`src/rtl/tdm_hdlc_tx.sv`:
```
module tdm_hdlc_tx #(
  parameter int NCH = 32,
  parameter int AW  = 4
) (
  input  logic             clk,
  input  logic             rst_n,
  input  logic             bit_tick,
  input  logic             frame_sync,
  input  logic             tx_en,
  input  logic [NCH-1:0]   chan_en,
  input  logic [7:0]       idle_byte,
  output logic [$clog2(NCH)-1:0] cur_ch,
  output logic             cur_buf,
  output logic [AW-1:0]    rd_addr,
  input  logic [7:0]       rd_data,
  input  logic             stat_go,
  input  logic             stat_done,
  input  logic             stat_eof,
  input  logic [AW:0]      stat_cnt,
  output logic             st_we,
  output logic             st_clr_done,
  output logic             st_set_abort,
  output logic [NCH-1:0]   irq,
  input  logic [NCH-1:0]   irq_clr,
  output logic             tx_bit
);
  localparam int SW = $clog2(NCH);
  localparam int CW = AW + 1;
  localparam logic [1:0] PH_FLAG = 2'd0, PH_DATA = 2'd1, PH_FCS = 2'd2;
  localparam logic [7:0]  FLAG_OCT = 8'h7E;
  localparam logic [31:0] POLY_R = 32'hEDB88320;

  typedef struct packed {
    logic [1:0]    ph;
    logic [7:0]    sh;
    logic [5:0]    nb;
    logic [2:0]    ones;
    logic [31:0]   crc;
    logic [AW-1:0] idx;
    logic          pp;
    logic          last;
  } ctx_t;

  localparam ctx_t CTX_RST = '{ph: PH_FLAG, sh: FLAG_OCT, nb: 6'd8, ones: 3'd0,
                               crc: '1, idx: '0, pp: 1'b0, last: 1'b0};

  ctx_t ctx_mem [NCH];
  ctx_t wrk, cur, nxt;
  logic [SW-1:0] slot_q, slot;
  logic [2:0]    bit_q, bpos;
  logic          ob, ready, enb, wr_clr, wr_abt, irq_set;

  function automatic logic [31:0] crc_step(input logic [31:0] c, input logic b);
    return {1'b0, c[31:1]} ^ ((c[0] ^ b) ? POLY_R : 32'd0);
  endfunction

  assign slot  = frame_sync ? '0 : slot_q;
  assign bpos  = frame_sync ? 3'd0 : bit_q;
  assign cur   = (bpos == 3'd0) ? ctx_mem[slot] : wrk;
  assign enb   = tx_en & chan_en[slot];
  assign ready = stat_go & stat_done & (stat_cnt != '0);

  assign cur_ch       = slot;
  assign cur_buf      = cur.pp;
  assign rd_addr      = cur.idx;
  assign st_clr_done  = bit_tick & wr_clr;
  assign st_set_abort = bit_tick & wr_abt;
  assign st_we        = st_clr_done | st_set_abort;

  always_comb begin
    nxt     = cur;
    ob      = 1'b1;
    wr_clr  = 1'b0;
    wr_abt  = 1'b0;
    irq_set = 1'b0;
    if (!enb) begin
      ob = idle_byte[bpos];
    end else if (cur.ones == 3'd5) begin
      ob       = 1'b0;
      nxt.ones = 3'd0;
    end else begin
      if (cur.ph == PH_FCS) begin
        ob      = ~cur.crc[0];
        nxt.crc = {1'b0, cur.crc[31:1]};
      end else begin
        ob     = cur.sh[0];
        nxt.sh = {1'b0, cur.sh[7:1]};
      end
      nxt.nb = cur.nb - 6'd1;
      if (cur.ph == PH_FLAG) nxt.ones = 3'd0;
      else                   nxt.ones = ob ? cur.ones + 3'd1 : 3'd0;
      if (cur.ph == PH_DATA) nxt.crc = crc_step(cur.crc, ob);
      if (cur.nb == 6'd1) begin
        if (cur.ph == PH_FCS) begin
          nxt.ph = PH_FLAG;
          nxt.sh = FLAG_OCT;
          nxt.nb = 6'd8;
        end else if (cur.ph == PH_DATA && cur.last) begin
          nxt.ph   = PH_FCS;
          nxt.nb   = 6'd32;
          nxt.last = 1'b0;
        end else if (ready || (cur.ph == PH_DATA && cur.idx != '0)) begin
          if (cur.ph == PH_FLAG) nxt.crc = '1;
          nxt.ph = PH_DATA;
          nxt.sh = rd_data;
          nxt.nb = 6'd8;
          if (CW'(cur.idx) + CW'(1) == stat_cnt) begin
            nxt.idx  = '0;
            nxt.pp   = ~cur.pp;
            nxt.last = stat_eof;
            wr_clr   = 1'b1;
            irq_set  = 1'b1;
          end else begin
            nxt.idx = cur.idx + AW'(1);
          end
        end else begin
          nxt.ph = PH_FLAG;
          nxt.sh = FLAG_OCT;
          nxt.nb = 6'd8;
          if (cur.ph == PH_DATA) begin
            wr_abt  = 1'b1;
            irq_set = 1'b1;
          end
        end
      end
    end
  end

  always_ff @(posedge clk or negedge rst_n) begin
    if (!rst_n) begin
      slot_q <= '0;
      bit_q  <= '0;
      tx_bit <= 1'b1;
      irq    <= '0;
      wrk    <= CTX_RST;
      for (int i = 0; i < NCH; i++) ctx_mem[i] <= CTX_RST;
    end else begin
      irq <= (irq & ~irq_clr) | ((bit_tick & irq_set) ? (NCH'(1) << slot) : '0);
      if (bit_tick) begin
        tx_bit <= ob;
        bit_q  <= bpos + 3'd1;
        if (bpos == 3'd7) begin
          ctx_mem[slot] <= nxt;
          slot_q <= (slot == SW'(NCH - 1)) ? '0 : slot + SW'(1);
        end else begin
          slot_q <= slot;
          wrk    <= nxt;
        end
      end
    end
  end

  AST_LINE_HOLD: assert property (@(posedge clk) disable iff (!rst_n)
    !bit_tick |=> $stable(tx_bit));
  AST_IRQ_STICKY: assert property (@(posedge clk) disable iff (!rst_n)
    1'b1 |=> ((($past(irq) & ~$past(irq_clr)) & ~irq) == '0));
  AST_WR_ON_TICK: assert property (@(posedge clk) disable iff (!rst_n)
    st_we |-> bit_tick);
  AST_NO_WR_OFF: assert property (@(posedge clk) disable iff (!rst_n)
    !tx_en |-> !st_we);
  AST_LAST_BYTE: assert property (@(posedge clk) disable iff (!rst_n)
    st_clr_done |-> (CW'(rd_addr) + CW'(1) == stat_cnt));
  AST_ABORT_NOT_READY: assert property (@(posedge clk) disable iff (!rst_n)
    st_set_abort |-> !(stat_go && stat_done && stat_cnt != '0));
  AST_ONE_UPDATE: assert property (@(posedge clk) disable iff (!rst_n)
    $onehot0({st_clr_done, st_set_abort}));
endmodule

```
`config.mk`:
```
export PLATFORM = sky130hd
export DESIGN_NAME = tdm_hdlc_tx
export DESIGN_NICKNAME = d
export VERILOG_FILES = /design/src/rtl/tdm_hdlc_tx.sv
export SDC_FILE = /design/constraint.sdc
export NUM_CORES = 2
export LEC_CHECK = 0
export BUFFER_PORTS_ARGS = -buffer_cell sky130_fd_sc_hd__buf_2
export CORE_MARGIN = 3
export CORE_UTILIZATION = 45
export DETAILED_ROUTE_END_ITERATION = 16
export HOLD_SLACK_MARGIN = 0.02
export SETUP_SLACK_MARGIN = 0.2
export SKIP_LAST_GASP = 1
export SYNTH_ARGS = -nofsm -noshare
export SYNTH_HDL_FRONTEND = slang
export SYNTH_SLANG_ARGS = --single-unit
export TNS_END_PERCENT = 5
```
`constraint.sdc`:
```
create_clock -name clk -period 8.3 [get_ports clk]
set_input_delay 1.245 -clock clk [delete_from_list [all_inputs] [get_ports clk]]
set_output_delay 1.245 -clock clk [all_outputs]
set_load 0.02 [all_outputs]
```
==> After elaboration in Yosys (flattened, before gate mapping) <==
Cells that the tools add are included.
{ "op_classes": {"n_shift": 1, "n_bitwise": 16, "muxes": 65, "n_reduce_logical": 10, "eq_ne": 7, "magnitude_cmp": 4, "add_sub_neg": 6} }
{ "op_table": {"columns": ["cell", "count"], "rows": [
  ["1824-bit bitwise mux", 1],
  ["57-bit binary-select mux with 5-bit select", 1],
  ["57-bit demux with 5-bit select", 1],
  ["57-bit two-way mux", 5],
  ["32-bit two-way mux", 5],
  ["38-bit two-way mux", 4],
  ["16-bit two-way mux", 3],
  ["37-bit two-way mux", 1],
  ["32-bit bitwise AND", 1],
  ["32-bit NOT", 1],
  ["32-bit bitwise OR", 1],
  ["1-bit by 5-bit left shift with 32-bit output (first input constant)", 1],
  ["31-bit by 32-bit bitwise XOR with 32-bit output", 1],
  ["1-bit two-way mux", 28],
  ["8-bit two-way mux", 2],
  ["15-bit two-way mux", 1],
  ["5-bit two-way mux", 3],
  ["3-bit two-way mux", 4],
  ["3-bit by 1-bit adder with 3-bit output (second input constant)", 2],
  ["1-bit bitwise AND", 6],
  ["3-bit equality test (second input constant)", 2],
  ["6-bit by 1-bit equality test with 1-bit output (second input constant)", 1],
  ["6-bit greater-or-equal comparator (second input constant)", 1],
  ["5-bit by 6-bit less-than comparator with 1-bit output (second input constant)", 1],
  ["other kinds (26)", 32]
]} }
{ "totals": {"register_bits": 1922, "output_inout_bits": 46} }

==> Longest topological paths before layout <==
{ "depth": {"depth_word": 22, "depth_mapped": 28, "mapped_depth_nobuf": 17} }

==> Least setup slack after synthesis <==
No wires, ideal clock.
{ "synth_path": {"path_kind": "input -> output", "start": "in frame_sync", "end": "out st_we", "arrival_ns": 6.618, "path_stages": 23, "setup_slack_ns": 0.437, "required_ns": 7.055, "path_cell_list": "buf_4 > buf_6 > buf_2 > clkbuf_1 > clkbuf_1 > clkbuf_1 > nor2b_1 > inv_1 > ha_1 > and2_1 > clkbuf_1 > buf_1 > clkbuf_1 > a41oi_1 > inv_1 > ha_1 > nand4b_1 > o21ai_0 > nor4b_4 > nand2_2 > nor4_1 > nor2_1 > inv_1"} }
{ "synth_between": {"elab_chain_len": 17, "elab_cells_between_ends": 38, "classes_between": "add/sub (1); eq/ne (5); mux (22); bitwise (5); reduce/logical (5)"} }
{ "synth_lines": {"columns": ["item", "line_no", "rtl"], "rows": [
  ["start: declaration", "8", "input logic frame_sync,"],
  ["5-bit two-way mux", "57", "assign slot = frame_sync ? '0 : slot_q;"],
  ["5-bit NOT with 6-bit output (implied by the code)", "59", "assign cur = (bpos == 3'd0) ? ctx_mem[slot] : wrk;"],
  ["57-bit binary-select mux with 5-bit select", "59", null],
  ["57-bit two-way mux (implied by the code) (2 in a row)", "59", null],
  ["57-bit two-way mux", "59", null],
  ["2-bit by 1-bit equality test with 1-bit output / 4-bit nonzero test (equally long branches)", "98, 102, 120", null],
  ["1-bit logical AND", "102", "end else if (ready || (cur.ph == PH_DATA && cur.idx != '0)) begin"],
  ["1-bit logical OR", "102", null],
  ["1-bit two-way mux", "102", null],
  ["1-bit two-way mux", "98", "end else if (cur.ph == PH_DATA && cur.last) begin"],
  ["1-bit two-way mux", "94", "if (cur.ph == PH_FCS) begin"],
  ["1-bit two-way mux", "93", "if (cur.nb == 6'd1) begin"],
  ["1-bit two-way mux", "78", "end else if (cur.ones == 3'd5) begin"],
  ["1-bit two-way mux *", "76", "if (!enb) begin"],
  ["1-bit bitwise AND *", "67", "assign st_set_abort = bit_tick & wr_abt;"],
  ["via st_set_abort", "22", "output logic st_set_abort,"],
  ["1-bit bitwise OR *", "68", "assign st_we = st_clr_done | st_set_abort;"],
  ["end: declaration", "20", "output logic st_we,"]
]} }
Mark *: on every way through the listed nets, which the timed path passes. The rest lies on a longest branch. The select of a mux whose other input is x is not followed.

==> Worst setup path after layout <==
{ "layout_path": {"start": "reg slot_q[4]", "end": "out st_we"} }
{ "layout_between": {"elab_chain_len": 17, "elab_cells_between_ends": 36, "classes_between": "add/sub (1); eq/ne (5); mux (21); bitwise (5); reduce/logical (4)"} }
{ "layout_lines": {"columns": ["item", "line_no", "rtl"], "rows": [
  ["start: declaration", "49", "logic [SW-1:0] slot_q, slot;"],
  ["start signal: assignment", "144", "slot_q <= (slot == SW'(NCH - 1)) ? '0 : slot + SW'(1);"],
  ["start signal: assignment", "146", "slot_q <= slot;"],
  ["5-bit two-way mux *", "57", null],
  ["5-bit NOT with 6-bit output (implied by the code)", "59", null],
  ["57-bit binary-select mux with 5-bit select", "59", null],
  ["57-bit two-way mux (implied by the code) (2 in a row)", "59", null],
  ["57-bit two-way mux", "59", null],
  ["4-bit by 1-bit adder with 5-bit output, or another cell as far along", "107", "if (CW'(cur.idx) + CW'(1) == stat_cnt) begin"],
  ["5-bit equality test / 1-bit logical AND (equally long branches)", "107, 102", null],
  ["1-bit two-way mux / 1-bit logical OR (equally long branches)", "107, 102", null],
  ["1-bit two-way mux", "102", null],
  ["1-bit two-way mux", "98", null],
  ["1-bit two-way mux", "94", null],
  ["1-bit two-way mux", "93", null],
  ["1-bit two-way mux", "78", null],
  ["1-bit two-way mux", "76", null],
  ["1-bit bitwise AND (on tied branches)", "66, 67", null],
  ["1-bit bitwise OR *", "68", null]
]} }
Every way passes the cells marked *; elsewhere a longest branch is shown, timed or not. The select of a mux whose other input is x is not followed.

==> results.cfg <==
[outcome]
status = completed

[route]
initialDrtViolationCount = 6846
drt.antenna.violating_nets = 0
wl_per_cell_um = 26.9
drc = 0
dr_total_vias = 66787
wl_um = 298000
routed_via_density = 6.02
drtPass1Iterations = 6

[power_and_ir_drop]
p_per_area_nw_per_um2 = 223
vdd_drop_max_uv = 203
p_leak_nw = 36.2
power.total_mw = 21.5

[critical_path]
cpMostUsedCell = buf_4
crit_arrival_ns = 6.53
cp_max_fo = 23
r2r.worst_path.cells = 17
worstSetupPathType = reg2out
start_kind = register
critPathSlowestCell = dfrtp_2
end_kind = output port
max_stage_delay_ns = 0.96
cp_cell_sequence = nand2b_1 > buf_4 > nor2_4 > nand3_1 > a31oi_1 > ha_1 > nand4b_1 > o21ai_0 > nor4b_4 > buf_4 > nand2_2 > nor4_1 > buf_4 > nor2_1 > inv_1 > buf_2
critPathRequiredTime_ns = 7.05

[logic_synthesis]
synth_seq_area_share_pct = 57.1
post-synth-top-count-cell = nand2_1
ys_ff_latch = 1922
synth.distinct_cells = 90
synth_top_cell_by_area = dfstp_2
yosys-top-cells-count = nand2_1, o21ai_0, dfstp_2
ys.flop_type = dfstp_2
synth-edff-count = 0
syn_area_sq_um = 87000
synth-async-reset-ratio_pct = 100
synth_fp_nets = 8784
ys_warn_count = 0
synth_top_cell_area_share_pct = 38.9
synth.avg_cell_area_sq_um = 10.0
synthTopCellsByArea = dfstp_2, dfrtp_1, o21ai_0
syn_inst = 8675

[flow_run]
drv_cap = 0

[cts]
cts_setup_buffers = 0
cts_resized = 0
holdBufCountCts = 0
cts_made_buffers = 203
cts_buffer_depth = 3
clock-root-buffer = clkbuf_16
cts_htree_levels = 4
clock-sinks = 1922
clk_pin_slew_worst_paths_ns = 0.06
clk_latency_ns = 0.86
cts_tree = yes

[grt]
grt_pass1_vias = 64783
grtUsageTotal_pct = 29.8
grt_max_degree = 172
antenna_found_initial = 7
grt_overflow = 0
grt_pass1_wl_um = 442000

[die]
die_h_um = 446
core-area_sq_um = 191000
row_count = 160
dieArea_sq_um = 199000
die_x_um = 446
io_pins = 139
start_util_pct = 45.5

[timing]
slew_headroom_pct = 8.98
slew_viol_final = 0
hold_viol = 0
fin_crit_sh_pct = 93.7
tightest_slew_ns = 1.37
finalSetupViolations = 0
skew_ns = 0.0404
finalSetupTns_ns = 0
max_freq_mhz = 129
rsz0062_at_grt = false
period_minus_slack_ns = 7.77

[placed_design]
dpl_cell_area_sq_um = 89600
place.gp.congestion = 0.899
dp_hpwl_um = 170000
portBuffers = 138

[final_layout]
area_delta_synth_final_pct = 10.9
post-route-util_pct = 50.5
finalNetCount = 8508
filler_cell_count = 17236
stdcell_area_sq_um = 96500
drive_gt1_share_pct = 27.0

[worst_hold_path]
hp-class = in2async
power breakdown:
part           total [mW]  internal [mW]  switching (mW)
Sequential           9.60           9.53          0.0723
Combinational        2.53          0.573            1.96
Clock                9.35           5.47            3.88
placed cells by master, fill, tap and decap left out, drive strengths merged, types with 12 or more instances in the layout:
master	n
a2111oi	13
a211oi	80
a21oi	315
a221oi	64
a22oi	55
a31oi	61
buf	349
bufinv	14
clkbuf	322
clkinv	35
dfrtp	634
dfstp	1288
ha	16
inv	70
mux2	34
mux2i	204
mux4	206
nand2	2074
nand3	38
nor2	291
nor2b	72
nor3	33
o2111ai	15
o211ai	50
o21ai	1847
o221ai	76
o22ai	118
or2	12
metal layers:
layer | vias to the layer above | global-route usage [%] | wire (um)
met5 | - | 0 | 0
met1 | 33596 | 41.2 | 126000
met3 | 638 | 5.48 | 23900
met2 | 2856 | 46.6 | 135000
met4 | 0 | 12.2 | 13400
li1 | 29697 | - | -
cell families (layout without fill, tap and decap cells):
kind of cell,Yosys count,after routing,share of synthesized area (%)
xor+xnor,9,9,0.0906
buf+inv,894,791,4.36
mux,444,444,8.12
fa+ha+maj,16,16,0.230
other cells,0,6,0
flops,1922,1922,57.1
simple gates,2588,2588,11.9
compound gates,2802,2802,18.2
final cells by class:
class                      instances  area, sq um  share of cell area (%)
antenna                            6         15.0                  0.0156
inverter                          64          264                   0.274
tap                             2511         3140                    3.26
sequential                      1922        49700                    51.5
clock inverter                    56          768                   0.796
multi-input combinational       5859        34000                    35.2
clock buffer                     322         6090                    6.31
timing repair buffer             349         2520                    2.61
state kept, by name, summed over array words and instances (netlist names):
name,count
wrk,57
ctx_mem,1824
bit_q,3
tx_bit,1
irq,32
slot_q,5
final timing paths:
kind,start,to,slack (ns)
setup / recovery,slot_q[4]$_DFFE_PN0P_,st_we,0.53
hold / removal,rst_n,ctx_mem[1130]$_DFFE_PN0P_,0.42
setup reg to reg,slot_q[0]$_DFFE_PN0P_,ctx_mem[733]$_DFFE_PN1P_,1.47
hold reg to reg,ctx_mem[1705]$_DFFE_PN1P_,ctx_mem[1705]$_DFFE_PN1P_,0.47
max in group asynchronous,rst_n,ctx_mem[236]$_DFFE_PN1P_,5.82
min in group clk,ctx_mem[1705]$_DFFE_PN1P_,ctx_mem[1705]$_DFFE_PN1P_,0.47
worst max-delay path, delay by kind of cell, from the launching register on:
kind	cells	cell delay [ns]
AOI/OAI and AO/OA	2	0.97
adders and majority gates	1	0.31
DFF	1	0.96
buffers and inverters	5	1.00
and+or+nand+nor	8	2.40
per-stage QoR:
step,cells,hold WS (ns),setup WS (ns)
global route,11085,0.476,0.311
finish,11089,0.423,0.527
floorplan,8675,0.441,0.437
detailed placement,10705,0.459,0.896
CTS,11083,0.450,0.688
global placement,10705,0.450,0.847
(Power assumes the default switching activity.)
